===== src/rtl/mdab_pkg.sv =====
package mdab_pkg;
    typedef enum logic [1:0] {
        PEND_IDLE  = 2'd0,
        PEND_ARMED = 2'd1,
        PEND_HALF  = 2'd2
    } pend_e;

    localparam int unsigned N_FUNC  = 2;
    localparam int unsigned FN_DET  = 0;
    localparam int unsigned FN_ABRT = 1;
endpackage


===== src/rtl/mdab_trig_sync.sv =====
module mdab_trig_sync #(
    parameter int unsigned SYNC_STAGES = 2
) (
    input  logic clk,
    input  logic rst_n,
    input  logic req_a,
    input  logic req_b,
    output logic rise
);
    localparam int unsigned TOP = SYNC_STAGES - 1;

    typedef struct packed {
        logic [SYNC_STAGES-1:0] chain;
        logic                   last;
    } sync_t;

    sync_t s_d, s_q;

    always_comb begin
        s_d          = s_q;
        s_d.chain[0] = req_a | req_b;
        for (int i = 1; i < SYNC_STAGES; i++) begin
            s_d.chain[i] = s_q.chain[i-1];
        end
        s_d.last = s_q.chain[TOP];
        rise     = s_q.chain[TOP] & ~s_q.last;
    end

    always_ff @(posedge clk or negedge rst_n) begin
        if (!rst_n) s_q <= '0;
        else        s_q <= s_d;
    end
endmodule


===== src/rtl/mdab_strobe_delay.sv =====
module mdab_strobe_delay
    import mdab_pkg::*;
(
    input  logic clk,
    input  logic rst_n,
    input  logic enable,
    input  logic rise,
    input  logic stb,
    output logic fire
);
    typedef struct packed {
        pend_e st;
    } pend_t;

    pend_t p_d, p_q;

    always_comb begin
        p_d  = p_q;
        fire = 1'b0;
        if (!enable) begin
            p_d.st = PEND_IDLE;
        end else begin
            case (p_q.st)
                PEND_IDLE:  if (rise) p_d.st = PEND_ARMED;
                PEND_ARMED: if (stb)  p_d.st = PEND_HALF;
                PEND_HALF: begin
                    if (stb) begin
                        p_d.st = PEND_IDLE;
                        fire   = 1'b1;
                    end
                end
                default:    p_d.st = PEND_IDLE;
            endcase
        end
    end

    always_ff @(posedge clk or negedge rst_n) begin
        if (!rst_n) p_q <= '{st: PEND_IDLE};
        else        p_q <= p_d;
    end
endmodule


===== src/rtl/mdab_burst_cnt.sv =====
module mdab_burst_cnt #(
    parameter int unsigned CNT_W = 8,
    parameter int unsigned SMP_W = 8
) (
    input  logic             clk,
    input  logic             rst_n,
    input  logic             stb,
    input  logic             det_evt,
    input  logic             abort_evt,
    input  logic [SMP_W-1:0] sym_len,
    output logic             active,
    output logic [CNT_W-1:0] sym_cnt,
    output logic [SMP_W-1:0] smp_cnt,
    output logic [CNT_W-1:0] miss_cnt
);
    localparam logic [CNT_W-1:0] CNT_MAX = {CNT_W{1'b1}};

    typedef struct packed {
        logic             active;
        logic [CNT_W-1:0] sym;
        logic [SMP_W-1:0] smp;
        logic [CNT_W-1:0] miss;
    } cnt_t;

    cnt_t c_d, c_q;
    logic [SMP_W:0] smp_next;

    always_comb begin
        c_d      = c_q;
        smp_next = {1'b0, c_q.smp} + 1'b1;
        if (abort_evt) begin
            c_d = '0;
        end else if (det_evt) begin
            c_d.active = 1'b1;
            c_d.smp    = '0;
            if (c_q.sym != CNT_MAX) c_d.sym = c_q.sym + 1'b1;
        end else if (c_q.active && stb) begin
            if (smp_next >= {1'b0, sym_len}) begin
                c_d.smp = '0;
                if (c_q.miss != CNT_MAX) c_d.miss = c_q.miss + 1'b1;
            end else begin
                c_d.smp = smp_next[SMP_W-1:0];
            end
        end
    end

    always_ff @(posedge clk or negedge rst_n) begin
        if (!rst_n) c_q <= '0;
        else        c_q <= c_d;
    end

    assign active   = c_q.active;
    assign sym_cnt  = c_q.sym;
    assign smp_cnt  = c_q.smp;
    assign miss_cnt = c_q.miss;
endmodule


===== src/rtl/mdab_ctrl.sv =====
module mdab_ctrl
    import mdab_pkg::*;
#(
    parameter int unsigned SYNC_STAGES = 2,
    parameter int unsigned CNT_W       = 8,
    parameter int unsigned SMP_W       = 8
) (
    input  logic             clk,
    input  logic             rst_n,
    input  logic             bb_stb,
    input  logic             det_en,
    input  logic             det_pin,
    input  logic             det_reg,
    input  logic             abort_pin,
    input  logic             abort_reg,
    input  logic             preamble_det,
    input  logic [SMP_W-1:0] sym_len,
    output logic             det_pulse,
    output logic             abort_pulse,
    output logic             cnt_active,
    output logic [CNT_W-1:0] sym_cnt,
    output logic [SMP_W-1:0] smp_cnt,
    output logic [CNT_W-1:0] miss_cnt
);
    typedef struct packed {
        logic det;
        logic abrt;
    } pulse_t;

    logic [N_FUNC-1:0] src_pin, src_reg, fn_en, fn_rise, fn_fire;
    pulse_t o_d, o_q;

    assign src_pin[FN_DET]  = det_pin;
    assign src_reg[FN_DET]  = det_reg;
    assign fn_en[FN_DET]    = det_en;
    assign src_pin[FN_ABRT] = abort_pin;
    assign src_reg[FN_ABRT] = abort_reg;
    assign fn_en[FN_ABRT]   = 1'b1;

    for (genvar f = 0; f < N_FUNC; f++) begin : g_func
        mdab_trig_sync #(.SYNC_STAGES(SYNC_STAGES)) u_sync (
            .clk   (clk),
            .rst_n (rst_n),
            .req_a (src_pin[f]),
            .req_b (src_reg[f]),
            .rise  (fn_rise[f])
        );
        mdab_strobe_delay u_dly (
            .clk    (clk),
            .rst_n  (rst_n),
            .enable (fn_en[f]),
            .rise   (fn_rise[f]),
            .stb    (bb_stb),
            .fire   (fn_fire[f])
        );
    end

    mdab_burst_cnt #(.CNT_W(CNT_W), .SMP_W(SMP_W)) u_cnt (
        .clk       (clk),
        .rst_n     (rst_n),
        .stb       (bb_stb),
        .det_evt   (fn_fire[FN_DET] | preamble_det),
        .abort_evt (fn_fire[FN_ABRT]),
        .sym_len   (sym_len),
        .active    (cnt_active),
        .sym_cnt   (sym_cnt),
        .smp_cnt   (smp_cnt),
        .miss_cnt  (miss_cnt)
    );

    always_comb begin
        o_d      = o_q;
        o_d.det  = fn_fire[FN_DET];
        o_d.abrt = fn_fire[FN_ABRT];
    end

    always_ff @(posedge clk or negedge rst_n) begin
        if (!rst_n) o_q <= '0;
        else        o_q <= o_d;
    end

    assign det_pulse   = o_q.det;
    assign abort_pulse = o_q.abrt;
endmodule


===== config.mk =====
export PLATFORM = sky130hd
export DESIGN_NAME = mdab_ctrl
export DESIGN_NICKNAME = d
export VERILOG_FILES = /design/src/rtl/mdab_pkg.sv /design/src/rtl/mdab_trig_sync.sv /design/src/rtl/mdab_strobe_delay.sv /design/src/rtl/mdab_burst_cnt.sv /design/src/rtl/mdab_ctrl.sv
export SDC_FILE = /design/constraint.sdc
export NUM_CORES = 1
export LEC_CHECK = 0
export ABC_AREA = 0
export CAP_MARGIN = 20
export CELL_PAD_IN_SITES_DETAIL_PLACEMENT = 0
export CELL_PAD_IN_SITES_GLOBAL_PLACEMENT = 1
export CORE_ASPECT_RATIO = 0.5
export CORE_MARGIN = 2
export CORE_UTILIZATION = 40
export CTS_BUF_LIST = sky130_fd_sc_hd__clkbuf_4
export CTS_CLUSTER_DIAMETER = 100
export DETAILED_ROUTE_END_ITERATION = 7
export PLACE_DENSITY_LB_ADDON = 0.1
export SETUP_SLACK_MARGIN = 0.4
export SLEW_MARGIN = 30
export SYNTH_ARGS = -nofsm -noshare
export SYNTH_HDL_FRONTEND = slang
export SYNTH_HIERARCHICAL = 1
export SYNTH_SLANG_ARGS = --single-unit

===== constraint.sdc =====
create_clock -name clk -period 3.8 [get_ports clk]
set_clock_uncertainty 0.2 [all_clocks]
set_input_delay 0.76 -clock clk [delete_from_list [all_inputs] [get_ports clk]]
set_output_delay 0.76 -clock clk [all_outputs]
set_load 0.02 [all_outputs]

-- Word-level counts from Yosys, hierarchy flattened
Index checks and enable logic that the tools add are counted.
W data, S select, Z words.
- flip-flop bits (word level): 37
- bits in latches: 0
- memory bits (writable): 0
- ROM bits: 0
- logic and storage cells: 69
- memories: 0
- $add $sub $neg: 3
- $mul: 0
- div/mod/pow operators: 0
- order comparisons: 1
- equal/unequal tests: 13
- shift operators: 0
- mux-type cells: 20
- bitwise operators: 7
- reductions and logical operators: 13
- operator list (kind ; count):
    $mux W8 ; 6
    $mux W25 ; 1
    $add A8 B1 Y8 const B ; 2
    $mux W16 ; 1
    $ne A8 B8 Y1 const B ; 2
    $pmux W2 S3 ; 2
    $mux W2 ; 5
    $reduce_bool A2 Y1 ; 5
    $add A8 B1 Y9 const B ; 1
    $ge A9 B8 Y1 ; 1
    $mux W9 ; 1
    $ne A2 B2 Y1 const B ; 3
    $ne A3 B3 Y1 const B ; 2
    $reduce_and A3 Y1 ; 2
    $eq A2 B1 Y1 const B ; 2
    $eq A2 B2 Y1 const B ; 2
    $logic_not A2 Y1 ; 2
    $mux W1 ; 4
    $reduce_and A4 Y1 ; 1
    $ne A3 B2 Y1 const B ; 1
    $or A1 B1 Y1 ; 3
    $reduce_bool A3 Y1 ; 1
    $and A1 B1 Y1 ; 2
    $ne A2 B1 Y1 const B ; 1
    other kinds (3) ; 4

-- Logic depth before layout (Yosys ltp)
- depth after elaboration: 6
- gate-level depth with buffers: 12
- gate-level depth less buffers: 11

-- Hierarchy
The synthesis kept the hierarchy.
- modules (own cells, without submodules) (module ; times used ; cells an instance ; area each (sq um) ; seq. area each (sq um)):
    mdab_burst_cnt ; 1 ; 162 ; 1575.3 ; 625.6
    mdab_strobe_delay ; 2 ; 10 ; 112.6 ; 50.0
    mdab_trig_sync ; 2 ; 5 ; 87.6 ; 75.1
    mdab_ctrl ; 1 ; 4 ; 60.1 ; 50.0

-- Worst setup path before layout
No wires, ideal clock.
- kind: register -> register
- start point: reg u_cnt.c_q (netlist bit u_cnt/smp_cnt[0])
- end point: reg u_cnt.c_q (netlist bit u_cnt/miss_cnt[7])
- data arrival time: 2.688 ns
- path slack: 0.834 ns
- cell stages (with the launch flop): 12
- path buffers: 0
- cell sequence: dfrtp_1 ha_1 nand3_4 inv_1 nand3_1 xnor2_1 ha_1 nand3_1 nor2_1 a211oi_2 or4_1 a21oi_1
- cells in the longest elaborated chain, start to end: 4
- RTL lines (element ; line ; RTL):
    start, declared ; mdab_burst_cnt.sv:25 ; cnt_t c_d, c_q;
    start signal, assigned ; mdab_burst_cnt.sv:48 ; if (!rst_n) c_q <= '0;
    start signal, assigned ; mdab_burst_cnt.sv:49 ; else c_q <= c_d;
    $add A8 B1 Y9 ; mdab_burst_cnt.sv:30 ; smp_next = {1'b0, c_q.smp} + 1'b1;
    $ge A9 B8 Y1 ; mdab_burst_cnt.sv:38 ; if (smp_next >= {1'b0, sym_len}) begin
    $reduce_bool A2 Y1 (no line) ; - ;
    $reduce_and A4 Y1 (no line) ; - ;
Every way passes these cells.
A chain may end at the register's enable or synchronous reset.

-- Worst setup path in the final report
- start point: reg u_cnt.c_q (netlist bit u_cnt/smp_cnt[0])
- end point: reg u_cnt.c_q (netlist bit u_cnt/miss_cnt[5])
Same word-level chain as after synthesis.

==> reports/metrics.yaml <==
hold-worst-slack_ps: 167
n_antenna_cell: 0
timing.final.crit_share_pct: 82.6
routedWlPerCell_um: 13.4
clockBufferDepth: 2
cts_tree: "built"
sequentialPowerShare_pct: 50.1
fin_ws_ps: 662
switching_share_pct: 34.1
clk_pin_slew_ps: 120
drt-pass1-iter-count: 4
grt_pass1_wl_mm: 7.07
synth_area_leaders: "dfrtp_1, ha_1, a21oi_1"
dieArea_um2: 5710
ir_worst_vdd_mv: 0.303
syn_area_per_cell_um2: 10.4
final_net_count: 274
cts.sinks: 37
slew_viol_final: 0
worstSetupPathType: "flip-flop to flip-flop"
drt-total-wl_mm: 4.23
synth_edf_count: 0
antenna_left: 0
avgViaCountPerCell: 5.08
rsz0062_at_grt: "false"
combPwrFrac_pct: 27.6
hp-class: "flip-flop to flip-flop"
grt_use_total_pct: 16.2
cp.arrival_ps: 3210
p_int_mw: 0.651
finalSetupViolations: 0
syn_area_um2: 2040
place_congestion: 0.761
layout_common_cells: "clkdlybuf4s50_1, dfrtp_1, nand2_1, nor2_1, a21oi_1"
grt_max_degree: 38
fmax_mhz: 319
rows: 18
worstPathRequired_ps: 3870
finalHoldViolations: 0
portBuffers: 43
ctsHoldBuffers: 0
cts-root-buf: "clkbuf_4"
cp_max_fo: 13
worst_setup_path_end_kind: "flip-flop"
die_y_um: 54.4
synth.largest_area_cell: "dfrtp_1"
relSlewSlack_pct: 44.3
vias: 1610
route.detailed.drc: 0
p_leak_nw: 1.15
ys_ff_latch: 37
pre_cts_slack_ps: 444
clk_latency_ps: 350
grt_overflow: 0
tightest_slew_ps: 836
async_reset_ff_share_pct: 100
die_x_um: 105
maxCapViolations: 0
period_needed_ps: 3140
tns_ps: 0
powerDensity_nw_per_um2: 377
syn_to_final_growth_pct: 28.5
critPathLaunchType: "flip-flop"
ys.flop_type: "dfrtp_1"
grt_pass1_vias: 1522
yosysUniqueCellTypes: 46
final_common_cell: "clkdlybuf4s50_1"
htreeDepth: 2
yosysTopAreaCellShare_pct: 45.5
core-area_um2: 4910
p_clk_share_pct: 22.2
drive_gt1_share_pct: 8.50
first_iter_violations: 86
ys_warn_count: 6
dp_hpwl_mm: 3.03
outcome: "complete, no violations"
pin_count: 44
start_util_pct: 41.5
synthCells: 196
antenna_found_initial: 0
cts_buffers: 5
ys_seq_area_share_pct: 45.5
p_switching_mw: 0.337
worst max-delay path, cell delays in order, from the launching register on:
cell      delay, ps
dfrtp_2         440
ha_1            250
nand3_4         120
inv_1            70
nand3_1         150
xnor2_1         170
ha_1            290
nand3_1         150
nor2_2          230
a211oi_2        140
buf_4           200
or4_1           500
a21oi_1         150
logic make-up after synthesis:
family / count (synthesis) / share of synthesized area (%)
compound gates: 43 / 16.8
xor+xnor: 10 / 4.30
fa+ha+maj: 11 / 6.76
buf+inv: 14 / 3.01
flops: 37 / 45.5
mux: 2 / 1.04
other cells: 1 / 0.184
simple gates: 78 / 22.4
power by group through the flow:
stage | combinational [mW] | sequential (mW) | clock (mW)
CTS | 0.274 | 0.496 | 0.232
global route | 0.298 | 0.505 | 0.248
global placement | 0.270 | 0.502 | 0
floorplan | 0.104 | 0.538 | 0
detailed placement | 0.273 | 0.501 | 0
finish | 0.273 | 0.495 | 0.220
cells in the mapped netlist (2+ instances only):
cell       count
or4_1          5
nand4b_1       3
and3_1         7
nor2_1        14
or3_1          3
a22o_1         5
or2b_1         2
xor2_1         5
a21oi_2        2
or2_1          3
nand2b_1       4
o21ai_0        5
nor3_1         2
inv_1          9
a21o_1         2
nand4bb_1      2
dfrtp_1       37
nand2_1       13
and4b_1        2
nand3_1        9
xnor2_1        5
clkbuf_1       2
ha_1          11
a221o_1        2
nor2b_1        5
a21oi_1       12
o31ai_1        6
worst paths after layout:
kind	startpoint	to	slack (ps)	depth (start not counted)
setup / recovery	u_cnt/smp_cnt[0]$_DFFE_PN0P_	u_cnt/miss_cnt[5]$_DFFE_PN0P_	660	12
hold / removal	g_func[1].u_sync/s_d[2]$_DFF_PN0_	g_func[1].u_sync/s_d[0]$_DFF_PN0_	170	0
setup reg to reg	u_cnt/smp_cnt[0]$_DFFE_PN0P_	u_cnt/miss_cnt[5]$_DFFE_PN0P_	660	12
hold reg to reg	g_func[1].u_sync/s_d[2]$_DFF_PN0_	g_func[1].u_sync/s_d[0]$_DFF_PN0_	170	0
max in group asynchronous	rst_n	u_cnt/smp_cnt[0]$_DFFE_PN0P_	2520	1
min in group asynchronous	rst_n	u_cnt/smp_cnt[2]$_DFFE_PN0P_	310	1
per-stage QoR:
step	instances	instance area [µm²]	utilization (%)	total power, mW
floorplan	199	2050	-	0.642
global placement	309	2550	51.9	0.772
detailed placement	309	2550	51.9	0.774
CTS	317	2610	53.1	1.00
global route	317	2620	53.3	1.05
finish	317	2620	53.3	0.987
what timing repair did:
item	in CTS	in global routing
setup buffers	0	0
hold endpoints to repair	0	0
resized for setup	0	2
setup endpoints to repair	0	4
metal layers:
| metal | part of all wire [%] | global-route usage [%] | vias to the layer above |
|---|---|---|---|
| li1 | - | - | 807 |
| met1 | 49 | 20.5 | 765 |
| met2 | 45 | 26.8 | 36 |
| met3 | 5.7 | 5.00 | 2 |
| met4 | 0.68 | 6.22 | 0 |
| met5 | 0 | 0 | - |
state kept, by name (all words and copies together), names as in the netlist:
register / cells
det_pulse: 1
u_cnt/smp_cnt: 8
g_func.u_sync/s_d: 4
u_cnt/miss_cnt: 8
u_cnt/active: 1
u_cnt/sym_cnt: 8
g_func.u_sync/s_q: 2
abort_pulse: 1
g_func.u_dly/p_q: 4
area by class of cell:
class                           count  area (µm²)
Clock buffer                        6        45.0
Timing Repair Buffer               45         440
Fill cell                         469        2290
Clock inverter                      2        15.0
Inverter                            9        33.8
Multi-Input combinational cell    148        1070
Sequential cell                    37         927
Tap cell                           70        87.6
Power figures use the tool's default switching activity.
